==> config.mk <==
export PLATFORM = sky130hd
export DESIGN_NAME = sar_convert_ctrl
export DESIGN_NICKNAME = d
export VERILOG_FILES = /design/src/rtl/sar_ctrl_pkg.sv /design/src/rtl/sar_start_detect.sv /design/src/rtl/sar_core.sv /design/src/rtl/sar_out_code.sv /design/src/rtl/sar_convert_ctrl.sv
export SDC_FILE = /design/constraint.sdc
export NUM_CORES = 1
export LEC_CHECK = 0
export ABC_AREA = 0
export BUFFER_PORTS_ARGS = -buffer_cell sky130_fd_sc_hd__buf_2
export CAP_MARGIN = 15
export CORE_MARGIN = 4
export CORE_UTILIZATION = 56
export DETAILED_ROUTE_END_ITERATION = 16
export PLACE_DENSITY = 0.79
export REMOVE_ABC_BUFFERS = 1
export SLEW_MARGIN = 20
export SYNTH_ARGS = -nofsm -noshare
export SYNTH_HDL_FRONTEND = slang
export SYNTH_HIERARCHICAL = 1
export SYNTH_SLANG_ARGS = --single-unit
==> constraint.sdc <==
create_clock -name clk -period 2.5 [get_ports clk]
set_clock_uncertainty 0.15 [all_clocks]
set_input_delay 0.5 -clock clk [delete_from_list [all_inputs] [get_ports clk]]
set_output_delay 0.5 -clock clk [all_outputs]
set_load 0.02 [all_outputs]
==> src/rtl/sar_ctrl_pkg.sv <==
package sar_ctrl_pkg;
    typedef enum logic [1:0] {
        ST_IDLE   = 2'd0,
        ST_DECIDE = 2'd1,
        ST_DONE   = 2'd2
    } sar_state_e;
endpackage

==> src/rtl/sar_start_detect.sv <==
module sar_start_detect #(
    parameter int MIN_PULSE = 2,
    localparam int CNT_W = $clog2(MIN_PULSE + 1)
) (
    input  logic clk,
    input  logic rst_n,
    input  logic cmd_i,
    input  logic busy_i,
    output logic start_o
);
    typedef struct packed {
        logic             cmd;
        logic [CNT_W-1:0] hi;
    } det_t;

    det_t det_d, det_q;

    always_comb begin
        det_d     = det_q;
        det_d.cmd = cmd_i;
        if (!cmd_i)
            det_d.hi = '0;
        else if (det_q.hi != CNT_W'(MIN_PULSE))
            det_d.hi = det_q.hi + CNT_W'(1);
        start_o = det_q.cmd && !cmd_i && (det_q.hi >= CNT_W'(MIN_PULSE)) && !busy_i;
    end

    always_ff @(posedge clk or negedge rst_n) begin
        if (!rst_n) det_q <= '0;
        else        det_q <= det_d;
    end

    // a start is only ever seen with the command low now and high one edge before
    a_r3_trailing_edge: assert property (@(posedge clk) disable iff (!rst_n)
        start_o |-> (!cmd_i && det_q.cmd));
endmodule

==> src/rtl/sar_core.sv <==
module sar_core
    import sar_ctrl_pkg::*;
#(
    parameter int NBITS = 16,
    parameter int RES_W = $clog2(NBITS + 1)
) (
    input  logic             clk,
    input  logic             rst_n,
    input  logic             start_i,
    input  logic [RES_W-1:0] res_sel_i,
    input  logic             cmp_below_i,
    output logic             busy_o,
    output logic [NBITS-1:0] trial_o,
    output logic             ser_o,
    output logic [NBITS-1:0] result_o
);
    localparam logic [NBITS-1:0] MSB_ONE  = {1'b1, {(NBITS-1){1'b0}}};
    localparam logic [NBITS-1:0] ALL_ONES = {NBITS{1'b1}};

    typedef struct packed {
        sar_state_e       state;
        logic [NBITS-1:0] trial;
        logic [NBITS-1:0] result;
        logic [RES_W-1:0] res_n;
        logic [RES_W-1:0] step;
        logic             ser;
    } core_t;

    core_t core_d, core_q;
    logic [NBITS-1:0] cur_bit;
    logic [RES_W-1:0] step_inc;
    logic [NBITS-1:0] low_mask;

    always_comb begin
        core_d   = core_q;
        cur_bit  = MSB_ONE >> core_q.step;
        step_inc = core_q.step + RES_W'(1);
        low_mask = ALL_ONES >> core_q.res_n;
        case (core_q.state)
            ST_IDLE: begin
                if (start_i) begin
                    core_d.state = ST_DECIDE;
                    core_d.trial = MSB_ONE;
                    core_d.step  = '0;
                    core_d.ser   = 1'b0;
                    if (res_sel_i == '0 || res_sel_i > RES_W'(NBITS))
                        core_d.res_n = RES_W'(NBITS);
                    else
                        core_d.res_n = res_sel_i;
                end
            end
            ST_DECIDE: begin
                if (cmp_below_i)
                    core_d.trial = core_q.trial & ~cur_bit;
                core_d.ser  = cmp_below_i;
                core_d.step = step_inc;
                if (step_inc < core_q.res_n)
                    core_d.trial = core_d.trial | (cur_bit >> 1);
                else
                    core_d.state = ST_DONE;
            end
            ST_DONE: begin
                core_d.result = core_q.trial;
                core_d.trial  = '0;
                core_d.ser    = 1'b0;
                core_d.state  = ST_IDLE;
            end
            default: core_d.state = ST_IDLE;
        endcase
    end

    always_ff @(posedge clk or negedge rst_n) begin
        if (!rst_n) begin
            core_q       <= '0;
            core_q.state <= ST_IDLE;
        end else begin
            core_q <= core_d;
        end
    end

    assign busy_o   = (core_q.state != ST_IDLE);
    assign trial_o  = core_q.trial;
    assign ser_o    = core_q.ser;
    assign result_o = core_q.result;

    // the first trial after a start is the MSB alone
    a_r2_msb_first: assert property (@(posedge clk) disable iff (!rst_n)
        (core_q.state == ST_IDLE && start_i) |=> (trial_o == MSB_ONE));

    // the start qualifier never fires while a conversion runs
    a_r4_no_restart: assert property (@(posedge clk) disable iff (!rst_n)
        busy_o |-> !start_i);

    // the step count never runs past the captured resolution
    a_r3_step_bound: assert property (@(posedge clk) disable iff (!rst_n)
        (core_q.state == ST_DECIDE) |-> (core_q.step < core_q.res_n));

    // unresolved low bits of a fresh result are zero
    a_r5_low_off: assert property (@(posedge clk) disable iff (!rst_n)
        (core_q.state == ST_DONE) |=> ((result_o & low_mask) == '0));

    // the stored result holds while idle
    a_r6_hold: assert property (@(posedge clk) disable iff (!rst_n)
        (core_q.state == ST_IDLE) |=> $stable(result_o));

    // serial line and trial code quiet while idle
    a_r8_ser_idle: assert property (@(posedge clk) disable iff (!rst_n)
        !busy_o |-> (!ser_o && trial_o == '0));
endmodule

==> src/rtl/sar_out_code.sv <==
module sar_out_code #(
    parameter int NBITS = 16
) (
    input  logic [NBITS-1:0] result_i,
    input  logic             twos_i,
    output logic [NBITS-1:0] par_o
);
    logic [NBITS-1:0] flip;

    always_comb begin
        flip  = {twos_i, {(NBITS-1){1'b0}}};
        par_o = ~result_i ^ flip;
    end
endmodule

==> src/rtl/sar_convert_ctrl.sv <==
module sar_convert_ctrl #(
    parameter int NBITS     = 16,
    parameter int MIN_PULSE = 2,
    parameter int RES_W     = $clog2(NBITS + 1)
) (
    input  logic             clk,
    input  logic             rst_n,
    input  logic             conv_cmd,
    input  logic [RES_W-1:0] res_sel,
    input  logic             cmp_below,
    input  logic             twos_sel,
    output logic [NBITS-1:0] trial_code,
    output logic             busy,
    output logic             ser_out,
    output logic [NBITS-1:0] par_out
);
    logic             start;
    logic [NBITS-1:0] result;

    sar_start_detect #(.MIN_PULSE(MIN_PULSE)) u_start (
        .clk     (clk),
        .rst_n   (rst_n),
        .cmd_i   (conv_cmd),
        .busy_i  (busy),
        .start_o (start)
    );

    sar_core #(.NBITS(NBITS), .RES_W(RES_W)) u_core (
        .clk         (clk),
        .rst_n       (rst_n),
        .start_i     (start),
        .res_sel_i   (res_sel),
        .cmp_below_i (cmp_below),
        .busy_o      (busy),
        .trial_o     (trial_code),
        .ser_o       (ser_out),
        .result_o    (result)
    );

    sar_out_code #(.NBITS(NBITS)) u_code (
        .result_i (result),
        .twos_i   (twos_sel),
        .par_o    (par_out)
    );
endmodule

# Yosys cells after proc, flatten, opt, wreduce, memory -nomap -nowiden
# Index checks and enable logic that the tools add are counted.
# totals
register_bits	48
latchBits	0
ram_bits	0
rom_bits	0
input_bits	10
output_inout_bits	34
wordCells	53
mem_count	0
# op_classes
add_sub_neg	2
n_mul	0
div_mod_pow	0
magnitude_cmp	3
n_eq_ne	6
shifts	1
mux	13
bitwise_logic	5
n_reduce_logical	15
# op_table
cell	n
$mux W16	3
$pmux W16 S3	1
$not A16 Y16	2
$mux W18	1
$and A16 B16 Y16	1
$or A16 B15 Y16	1
$shr A16 B5 Y16 const A	1
$xor A16 B16 Y16	1
$pmux W5 S2	1
$reduce_and A2 Y1	4
$mux W2	3
$mux W6	1
$ne A2 B2 Y1 const B	3
$add A5 B1 Y5 const B	1
$gt A5 B5 Y1 const B	1
$logic_not A5 Y1	1
$lt A5 B5 Y1	1
$mux W5	1
$pmux W2 S2	1
$reduce_bool A2 Y1	2
$logic_and A1 B1 Y1	3
$pmux W1 S3	1
$reduce_bool A3 Y1	1
$add A2 B1 Y2 const B	1
other kinds (7)	8

# Logic depth before layout (Yosys ltp)
# Gate-level depths: netlist of the first run.
# depth
depth_word	8
ltp_mapped	9
mapped_depth_nobuf	8

# By module
# The synthesis of the first run kept the hierarchy.
# modules_own_cells
module	n_inst	cells_each	area_each_um2	seq_area_each_um2
sar_core	1	233	2538.7	1126.1
sar_start_detect	1	12	146.4	75.1
sar_out_code	1	16	65.1	0.0

# Least setup slack after synthesis of the first run
# Ideal clock, no wire load.
# synth_timing
kind	register to register
start	register u_core/core_q[1] (netlist bit)
end	register u_core.core_q, in the netlist u_core/trial_o[10]
setup_time_ns	0.092
arrival_time_ns	2.064
t_required_ns	2.258
path_slack_ns	0.194
path_stages_with_launch	9
path_buffers	0
period_less_slack_ns	2.306
path_cell_list	dfrtp_1 > ha_1 > ha_1 > inv_1 > ha_1 > a21o_1 > a31oi_4 > o211ai_2 > o31ai_2
# synth_via
elab_chain_cells	8
word_cells_on_any_way	10
classes_between	add/sub (1); order compare (1); shift (1); mux (4); bitwise (3)
# synth_rtl
item	line	rtl
from (decl)	sar_core.sv:29	core_t core_d, core_q;
from (signal assigned)	sar_core.sv:77	core_q <= core_d;
$shr A16 B5 Y16	sar_core.sv:36	cur_bit = MSB_ONE >> core_q.step;
$not A16 Y16	sar_core.sv:54	core_d.trial = core_q.trial & ~cur_bit;
$and A16 B16 Y16	sar_core.sv:54	
$mux W16	sar_core.sv:53	if (cmp_below_i)
$mux W16	sar_core.sv:39	case (core_q.state)
$or A16 B15 Y16	sar_core.sv:58	core_d.trial = core_d.trial | (cur_bit >> 1);
$mux W16 *	sar_core.sv:57	if (step_inc < core_q.res_n)
$pmux W16 S3 *	sar_core.sv:39	
# Every way passes the cells marked *; elsewhere a longest branch is shown, timed or not. The select of a mux whose other input is x is not followed.
# A chain may end at the register's enable or synchronous reset.

# Worst setup path after layout of the first run
# layout_timing
start	register u_core/core_q[2] (netlist bit)
end	register u_core.core_q, in the netlist u_core/trial_o[2]
# Same word-level chain as after synthesis.

==> results of run 1 <==
cell usage after synthesis (2+ instances only):
master / n / area share (%)
buf_4: 32 / 8.7
a22o_1: 2 / 0.64
buf_2: 5 / 0.91
a21o_1: 3 / 0.82
xnor2_1: 4 / 1.3
o211ai_1: 14 / 3.8
ha_1: 16 / 7.3
nor2_4: 2 / 0.82
o21ai_1: 16 / 2.9
and3_2: 2 / 0.55
nor3_1: 2 / 0.36
nand2_1: 24 / 3.3
o21ai_0: 8 / 1.5
or2_1: 2 / 0.45
mux2_2: 16 / 6.6
and2b_1: 2 / 0.55
dfrtp_1: 48 / 44
nand3_1: 3 / 0.55
nand2b_1: 3 / 0.68
inv_1: 32 / 4.4
o2111ai_4: 2 / 1.9
worst max-delay path, stage by stage, from the launching register on:
cell and delay, ns:
dfrtp_1 0.38, ha_1 0.21, nand3_1 0.16, xnor2_1 0.17, ha_1 0.31, a21oi_2 0.23, and3_2 0.28, o2111ai_4 0.22
o21ai_1 0.20
power breakdown:
group          switching [mW]  internal (mW)  total, mW  leakage [nW]
registers              0.0685          0.879      0.948         0.656
logic                   0.738          0.394       1.13         0.696
clock network           0.272          0.301      0.574        0.0583
total                    1.08           1.57       2.65          1.41
worst paths after layout:
path	startpoint	endpoint	cells past startpoint
max	u_core/core_q[2]	u_core/trial_o[2]	8
min	rst_n	u_core/trial_o[12]	2
max reg2reg	u_core/core_q[2]	u_core/trial_o[2]	8
min reg2reg	u_core/core_q[7]	u_core/core_q[7]	2
max in group asynchronous	rst_n	u_core/result_o[14]	2
min in group clk	conv_cmd	u_start/det_q[2]	1
state kept, by name, indices dropped and copies added (netlist names):
signal,cells
u_core/core_q,12
u_core/result_o,16
u_start/det_q,3
u_core/trial_o,16
u_core/ser_o,1
kinds of logic after synthesis:
family | after synthesis | share of synthesized area (%)
buf+inv | 69 | 14.0
flops | 48 | 43.7
fa+ha+maj | 16 | 7.28
compound gates | 57 | 16.2
xor+xnor | 4 | 1.27
simple gates | 51 | 11.0
mux | 16 | 6.55
what timing repair did:
item / 4_1_cts / 5_1_grt
pin swaps: 1 / 2
resized for setup: 0 / 7
hold buffers: 0 / 0
setup buffers: 0 / 1
setup endpoints to repair: 1 / 16
routing by layer:
layer | up-vias | part of all wire (%)
li1 | 898 | -
met4 | 0 | 1.2
met1 | 918 | 41
met3 | 7 | 5.9
met5 | - | 0
met2 | 54 | 51
final cells by class:
class / instances / area (sq um)
Clock buffer: 5 / 68.8
Tap cell: 67 / 83.8
Clock inverter: 3 / 47.5
Fill cell: 395 / 1750
Inverter: 32 / 120
Sequential cell: 48 / 1200
Timing Repair Buffer: 51 / 275
Multi-Input combinational cell: 144 / 1210
stage by stage:
stage / utilization [%] / std cells / setup slack, ns / instance area, sq um / hold WS [ns]
2_1_floorplan: - / 224 / 0.194 / 2480 / 0.0544
4_1_cts: 62.1 / 349 / 0.0177 / 2950 / 0.150
6_report: 63.2 / 350 / 0.111 / 3000 / 0.134
5_1_grt: 63.2 / 350 / 0.0207 / 3000 / 0.182
3_5_place_dp: 59.7 / 341 / 0.0262 / 2840 / 0.321
3_3_place_gp: 59.7 / 341 / 0.123 / 2840 / 0.312
==> key figures, run 1 <==
Power and ir drop
  – Overall Power: 2.65 mW
  – Leak Pwr: 1.41 nW
  – Maximum vdd ir drop: 646 uV
  – Power density relative to cell area: 883 nW/um^2

Timing
  – Peak Freq: 0.419 GHz
  – Final critical delay including setup and external delays: 2.39 ns
  – Final setup violation count: 0
  – Count of pins over their slew limit: 0
  – Final worst path period share: 95.5%
  – Setup tns final: 0 ns
  – Final Hold Viols: 0
  – Slew @ Worst Pin: between 0.5 and 0.6 ns
  – Max-Slew Margin vs Limit: about three fifths
  – Setup repair after global routing missed its margin: false

Synth
  – Sequential cell area fraction in the yosys report: 43.7%
  – Post-synth EDFFs: 0
  – Average instance area after synthesis: 10.5 sq um
  – Register bit count reported by yosys: 48
  – Cell area after technology mapping: about 2800 sq um
  – Main flop type after synthesis: dfrtp_1
  – Cell count after synthesis: 261
  – Count of yosys warnings during synthesis: 6
  – Count of distinct cell types in the synthesized netlist: 44
  – Share of synthesized registers carrying an async set or reset: 100%

Clock tree
  – Clock tree from TritonCTS: built
  – Number of levels in the clock H-tree: 2
  – Clock net sink count: 48
  – Clock latency on the worst-skew pair: 0.31 ns
  – Max Buffers Root-to-Sink: 2
  – Clock root cell: clkbuf_8
  – Clock input transition at the sequential cells of the worst setup and hold paths: around 0.1 ns
  – CTS buffer count: 5

Die
  – Vertical die dimension: 78.1 microns
  – Area enclosed by the die boundary: 6100 sq um
  – Effective utilization at floorplan: 57.8%
  – Area of the placeable core: 4750 sq um
  – I/O Pins: between 40 and 50
  – Die width: 78.1 microns
  – Row count: 25

Global routing
  – M3 GR Usage: 4.13%
  – Initial antenna violation count: 0
  – Number of global-route vias before repair: 1,905
  – Met1 global-route usage: a little over a fifth
  – GR Util met2: around a third
  – First-pass GRT wire length: just under 9000 microns
  – Largest net degree at the start of global routing: ~50
  – Most used routing layer in global routing: met2
  – Remaining global-route overflow: 0
  – Aggregate global-route resource usage: 17.8%

Drt
  – Routed length per placed instance: 14.7 microns
  – Overall routed net length: 5130 microns
  – Antenna Nets Post-Route: 0
  – Routed vias: between 1,500 and 2,000
  – # DRC: 0
  – Starting DRC count in detailed routing: 117
  – Via-to-Cell Ratio: 5.36
  – Pre-antenna DRT Iters: 4

Layout
  – Number of diodes added for antenna fixing: 0
  – Area Overhead vs Synth: 9.24%
  – Number of nets in the final layout: 308
  – Fraction of layout instances using a drive strength above 1: 34.6%
  – Most frequent cells in the layout: dfrtp_1, buf_2, inv_1, nand2_1, mux2_2
  – Leading cell type in the layout, fill and taps excluded: dfrtp_1

Run status
  – Run status: complete, no violations

Worst hold path
  – HP Class: in2async

Place
  – Weighted congestion at the end of routability-driven global placement: 0.870
  – Half-perimeter wire length after detailed placement: between 3000 and 4000 microns
  – Number of I/O port buffers: 43

Setup path
  – Worst-path fanout max: 7
  – Type of the worst setup path: reg2reg
  – Type of element launching the critical path: flip-flop
  – Kind of end point of the critical path: flip-flop
  – Worst Path Required: 2.58 ns
  – Flop-to-flop setup slack: 0.11 ns
  – Arrival @ worst endpoint: 2.47 ns

Job
  – Max-capacitance violation count: 0
Note: power is estimated with default switching activity, not from simulation.
==> run 2: changes to the inputs <==
==> constraint.sdc (replaced) <==
create_clock -name clk -period 2.6 [get_ports clk]
set_clock_uncertainty 0.15 [all_clocks]
set_input_delay 0.52 -clock clk [delete_from_list [all_inputs] [get_ports clk]]
set_output_delay 0.52 -clock clk [all_outputs]
set_load 0.02 [all_outputs]
==> run 2 against run 1 <==
Compared with the run above: hold slack improved by 0.11 ns; critical endpoint is now u_core/trial_o[5]; register-to-register slack gained 0.02 ns; via count shrank 4.0%; largest power group unchanged; total power decreased by 5.7%; combinational power about the same.
==> key figures, run 2 (same netlist as run 1, synthesis figures left out) <==
Setup path
  – Type of the worst setup path: reg2reg
  – Type of element launching the critical path: flip-flop
  – Worst Path Required: 2.68 ns
  – Capture instance of the worst register-to-register path: u_core/trial_o[5]
  – Kind of end point of the critical path: flip-flop
  – Flop-to-flop setup slack: 0.13 ns
  – Arrival @ worst endpoint: 2.55 ns
  – Launching point of the worst reg2reg path: u_core/core_q[3]
  – Worst-path fanout max: 8
  – Worst r2r path cells: 9

Global routing
  – Largest net degree at the start of global routing: 22
  – Aggregate global-route resource usage: 17.5%
  – Number of global-route vias before repair: about 1,800
  – Remaining global-route overflow: 0
  – First-pass GRT wire length: ~8600 microns
  – Initial antenna violation count: 0

Die
  – I/O Pins: 44
  – Die width: 78.1 microns
  – Row count: 25
  – Effective utilization at floorplan: 57.8%
  – Area enclosed by the die boundary: approximately 6100 sq um
  – Area of the placeable core: 4750 sq um
  – Vertical die dimension: 78.1 microns

Place
  – Half-perimeter wire length after detailed placement: 3840 microns
  – Number of I/O port buffers: 43
  – Weighted congestion at the end of routability-driven global placement: 0.844
  – Worst slack at placement: roughly 0.11 ns

Power and ir drop
  – Power density relative to cell area: between 800 and 900 nW/um^2
  – Leak Pwr: 1.39 nW
  – Maximum vdd ir drop: roughly 520 uV
  – Overall Power: 2.50 mW

Timing
  – Count of pins over their slew limit: 0
  – Final Hold Viols: 0
  – Final setup violation count: 0
  – Final critical delay including setup and external delays: 2.47 ns
  – Setup tns final: 0 ns
  – Max-Slew Margin vs Limit: 68.8%
  – Peak Freq: 0.405 GHz
  – Setup WS post-layout: 0.134 ns
  – Final worst path period share: 94.9%
  – Slew @ Worst Pin: between 0.4 and 0.5 ns

Job
  – Max-capacitance violation count: 0

Drt
  – Routed length per placed instance: 14.3 microns
  – Routed vias: 1,802
  – Overall routed net length: about 5000 microns
  – Starting DRC count in detailed routing: 74
  – Via-to-Cell Ratio: 5.16
  – Antenna Nets Post-Route: 0
  – Pre-antenna DRT Iters: 4
  – # DRC: 0

Worst hold path
  – HP Class: in2reg
  – Startpoint of the lowest-slack hold path: conv_cmd
  – Worst Hold Endpoint: u_start/det_q[2]
  – Number of cells traversed by the worst hold path: 1

Layout
  – Area Overhead vs Synth: 7.51%
  – Number of diodes added for antenna fixing: 0
  – Number of nets in the final layout: around 310
  – Leading cell type in the layout, fill and taps excluded: dfrtp_1
  – Fraction of layout instances using a drive strength above 1: 32.3%
  – Most frequent cells in the layout: dfrtp_1, buf_2, inv_1, nand2_1
  – Final-layout fill cell count: just under 400
  – Area used by sequential logic in the layout: 1200 sq um
  – Area occupied by multi-input gates: 1180 sq um

Clock tree
  – Clock root cell: clkbuf_8
  – Clock net sink count: 48
  – Clock latency on the worst-skew pair: 0.30 ns
  – Clock input transition at the sequential cells of the worst setup and hold paths: 0.09 ns
  – Number of levels in the clock H-tree: 2
  – Clock tree from TritonCTS: built
  – Max Buffers Root-to-Sink: 2
  – CTS buffer count: 5

Run status
  – Run status: complete, no violations
[run 2: final cells by class]
class	count	share of cell area (%)
Clock buffer	5	2.33
Clock inverter	2	0.423
Inverter	32	4.06
Multi-Input combinational cell	144	39.9
Sequential cell	48	40.6
Tap cell	67	2.84
Timing Repair Buffer	51	9.82
[run 2: worst max-delay path by stage]
stage               cells past startpoint              start  slack, ns            endpoint
global route                            9  u_core/core_q[44]      -0.02   u_core/trial_o[5]
CTS                                     8   u_core/core_q[2]       0.09   u_core/trial_o[5]
floorplan                               8   u_core/core_q[1]       0.29  u_core/trial_o[10]
detailed placement                      8   u_core/core_q[2]       0.11   u_core/trial_o[5]
finish                                  9   u_core/core_q[3]       0.13   u_core/trial_o[5]
global placement                        8   u_core/core_q[2]       0.20   u_core/trial_o[4]
[run 2: repair_timing]
action / 4_1_cts / 5_1_grt
endpoints found under the hold margin: 10 / 0
gates resized for setup: 0 / 2
setup buffers: 0 / 1
hold buffers: 1 / 0
endpoints found under the setup margin: 0 / 15
[run 2: per-layer routing]
layer | track usage, % | vias up | part of all wire [%]
li1 | - | 898 | -
met1 | 22.5 | 857 | 44
met2 | 29.9 | 41 | 49
met3 | 3.78 | 6 | 5.3
met4 | 5.07 | 0 | 0.82
met5 | 0 | - | 0
[run 2: critical path, cell delays in order, from the launching register on]
cell       delay, ns
dfrtp_1         0.49
inv_1           0.15
ha_1            0.32
inv_1           0.04
ha_1            0.32
a21o_1          0.20
a31oi_4         0.17
buf_12          0.15
o2111ai_4       0.20
o21ai_1         0.19
[run 2: stage by stage]
stage               utilization [%]  std cells  cell area (sq um)  hold slack (ns)
global route                   62.2        349               2960            0.250
detailed placement             59.5        340               2830            0.249
global placement               59.5        340               2830            0.248
finish                         62.2        349               2960            0.242
floorplan                         -        224               2480           0.0744
CTS                            61.4        348               2920            0.219
[run 2: report_power, final]
group | leakage (nW) | switching, mW | internal, mW | total, mW
registers | 0.656 | 0.0687 | 0.846 | 0.914
logic | 0.691 | 0.716 | 0.443 | 1.16
clock network | 0.0400 | 0.244 | 0.182 | 0.427
total | 1.39 | 1.03 | 1.47 | 2.50
==> run 3: changes to the inputs <==
==> constraint.sdc (replaced) <==
create_clock -name clk -period 2.3 [get_ports clk]
set_clock_uncertainty 0.15 [all_clocks]
set_input_delay 0.46 -clock clk [delete_from_list [all_inputs] [get_ports clk]]
set_output_delay 0.46 -clock clk [all_outputs]
set_load 0.02 [all_outputs]
==> run 3 against run 2 <==
Compared with the run above: first-iteration DRC count is 73% higher; global-route usage is 1.1 points higher; largest cell class is now multi-input combinational cells; core utilization increased by 4.1 points; routed wire length rose by 7.3%; cell area rose by 6.6%; worst setup slack worse by 0.12 ns; largest power group unchanged; clock-buffer cell count stayed put; cell count grew 4.3%; register-to-register slack got worse by 0.12 ns; combinational power rose by 20%.
==> key figures, run 3 (same netlist as run 1, synthesis figures left out) <==
Layout
  – Fraction of layout instances using a drive strength above 1: 38.7%
  – Area Overhead vs Synth: 14.6%
  – Most frequent cells in the layout: dfrtp_1, buf_2, inv_1, nand2_1, buf_4
  – Final-layout fill cell count: 373
  – Final core utilization: 66.3%
  – Number of nets in the final layout: about 320
  – Leading cell type in the layout, fill and taps excluded: dfrtp_1
  – Number of diodes added for antenna fixing: 0

Timing
  – Final worst path period share: 99.6%
  – Slew @ Worst Pin: 0.527 ns
  – Count of pins over their slew limit: 0
  – Peak Freq: between 0.4 and 0.5 GHz
  – Final setup violation count: 0
  – Final Hold Viols: 0
  – Setup repair after global routing missed its margin: true
  – Worst hold slack: 0.180 ns
  – Final critical delay including setup and external delays: 2.29 ns
  – Max-Slew Margin vs Limit: 64.8%

Place
  – Half-perimeter wire length after detailed placement: 4060 microns
  – Number of I/O port buffers: 43
  – Weighted congestion at the end of routability-driven global placement: 0.818

Die
  – Vertical die dimension: 78.1 microns
  – I/O Pins: 44
  – Row count: 25
  – Die width: slightly below 80 microns
  – Area enclosed by the die boundary: between 6000 and 7000 sq um
  – Effective utilization at floorplan: a little under 60%
  – Area of the placeable core: 4750 sq um

Run status
  – Run status: complete, no violations

Setup path
  – Type of element launching the critical path: flip-flop
  – Kind of end point of the critical path: flip-flop
  – Arrival @ worst endpoint: 2.33 ns
  – Worst Path Required: 2.34 ns
  – Worst-path fanout max: 5
  – Type of the worst setup path: reg2reg

Worst hold path
  – HP Class: in2reg

Power and ir drop
  – Power share of the combinational group: about 46%
  – Fraction of power consumed by sequential logic: 34.2%
  – Clock share of power: around a fifth
  – Leak Pwr: 1.48 nW
  – Power density relative to cell area: 960 nW/um^2
  – Maximum vdd ir drop: between 600 and 700 uV
  – Cell-internal power: 1.83 mW
  – Reported net switching power: 1.19 mW
  – Switching portion of total power: roughly 40%

Drt
  – Pre-antenna DRT Iters: 4
  – Via-to-Cell Ratio: 5.24
  – Starting DRC count in detailed routing: 128
  – Antenna Nets Post-Route: 0
  – Routed length per placed instance: 14.7 microns
  – Routed vias: 1,908
  – Overall routed net length: 5370 microns
  – # DRC: 0

Global routing
  – Number of global-route vias before repair: roughly 2,000
  – First-pass GRT wire length: 9160 microns
  – Remaining global-route overflow: 0
  – Initial antenna violation count: 0
  – Aggregate global-route resource usage: 18.6%
  – Largest net degree at the start of global routing: 24

Clock tree
  – Clock tree from TritonCTS: built
  – Clock root cell: clkbuf_8
  – Clock net sink count: 48
  – Clock latency on the worst-skew pair: about 0.30 ns
  – CTS buffer count: 5
  – Max Buffers Root-to-Sink: 2
  – Clock input transition at the sequential cells of the worst setup and hold paths: 0.09 ns
  – Number of levels in the clock H-tree: 2

Job
  – Max-capacitance violation count: 0
==> run 3: through the flow <==
stage	cells	setup TNS [ns]	cell area, sq um	power (mW)	worst slack (ns)
2_1_floorplan	224	-0.0146	2480	1.88	-0.00554
3_3_place_gp	353	0	2930	2.28	0.0175
6_report	364	0	3150	3.03	0.00909
4_1_cts	362	0	3100	2.95	0.0422
3_5_place_dp	353	-0.793	2930	2.32	-0.0754
5_1_grt	364	-0.578	3150	3.22	-0.0714
==> run 3: what timing repair did <==
item | CTS | global route
hold buffers | 1 | 0
buffers inserted | 0 | 2
resized for setup | 6 | 9
endpoints found under the setup margin | 17 | 16
pin swaps | 5 | 10
endpoints found under the hold margin | 21 | 0
==> run 3: worst paths after layout <==
path	start	endpoint	slack [ns]	cells past startpoint
min in group asynchronous	rst_n	u_core/trial_o[13]	0.53	2
setup reg to reg	u_core/core_q[1]	u_core/core_q[43]	0.009	9
hold / removal	conv_cmd	u_start/det_q[2]	0.18	1
setup / recovery	u_core/core_q[1]	u_core/core_q[43]	0.009	9
hold reg to reg	u_core/core_q[10]	u_core/core_q[10]	0.33	2
max in group asynchronous	rst_n	u_core/core_q[9]	0.88	3
==> run 3: power by group through the flow <==
stage          registers (mW)  logic, mW  clock network [mW]
2_1_floorplan            1.07      0.815                   0
3_3_place_gp             1.04       1.24                   0
3_5_place_dp             1.04       1.27                   0
4_1_cts                  1.03       1.29               0.623
5_1_grt                  1.05       1.52               0.661
6_report                 1.03       1.39               0.603
==> run 3: per-layer routing <==
| metal | GRT usage (%) | part of all wire, % | up-vias |
|---|---|---|---|
| met5 | 0 | 0 | - |
| met4 | 6.12 | 2.0 | 0 |
| met3 | 3.67 | 4.5 | 11 |
| met2 | 32.9 | 51 | 55 |
| met1 | 22.9 | 42 | 911 |
| li1 | - | - | 931 |
==> run 3: layout make-up <==
type | count | area (sq um) | share of cell area [%]
clock buffer | 5 | 68.8 | 2.18
clock inverter | 3 | 42.5 | 1.35
inverter | 32 | 120 | 3.81
multi-input combinational | 144 | 1250 | 39.6
sequential | 48 | 1200 | 38.1
tap | 67 | 83.8 | 2.66
timing repair buffer | 65 | 387 | 12.3
==> run 3: worst max-delay path, cell delays in order, from the launching register on <==
cell      delay (ns)
dfrtp_1         0.44
ha_4            0.20
ha_4            0.27
inv_2           0.04
ha_4            0.21
a21o_1          0.18
a31oi_4         0.29
buf_4           0.18
and3_2          0.17
a211oi_2        0.04
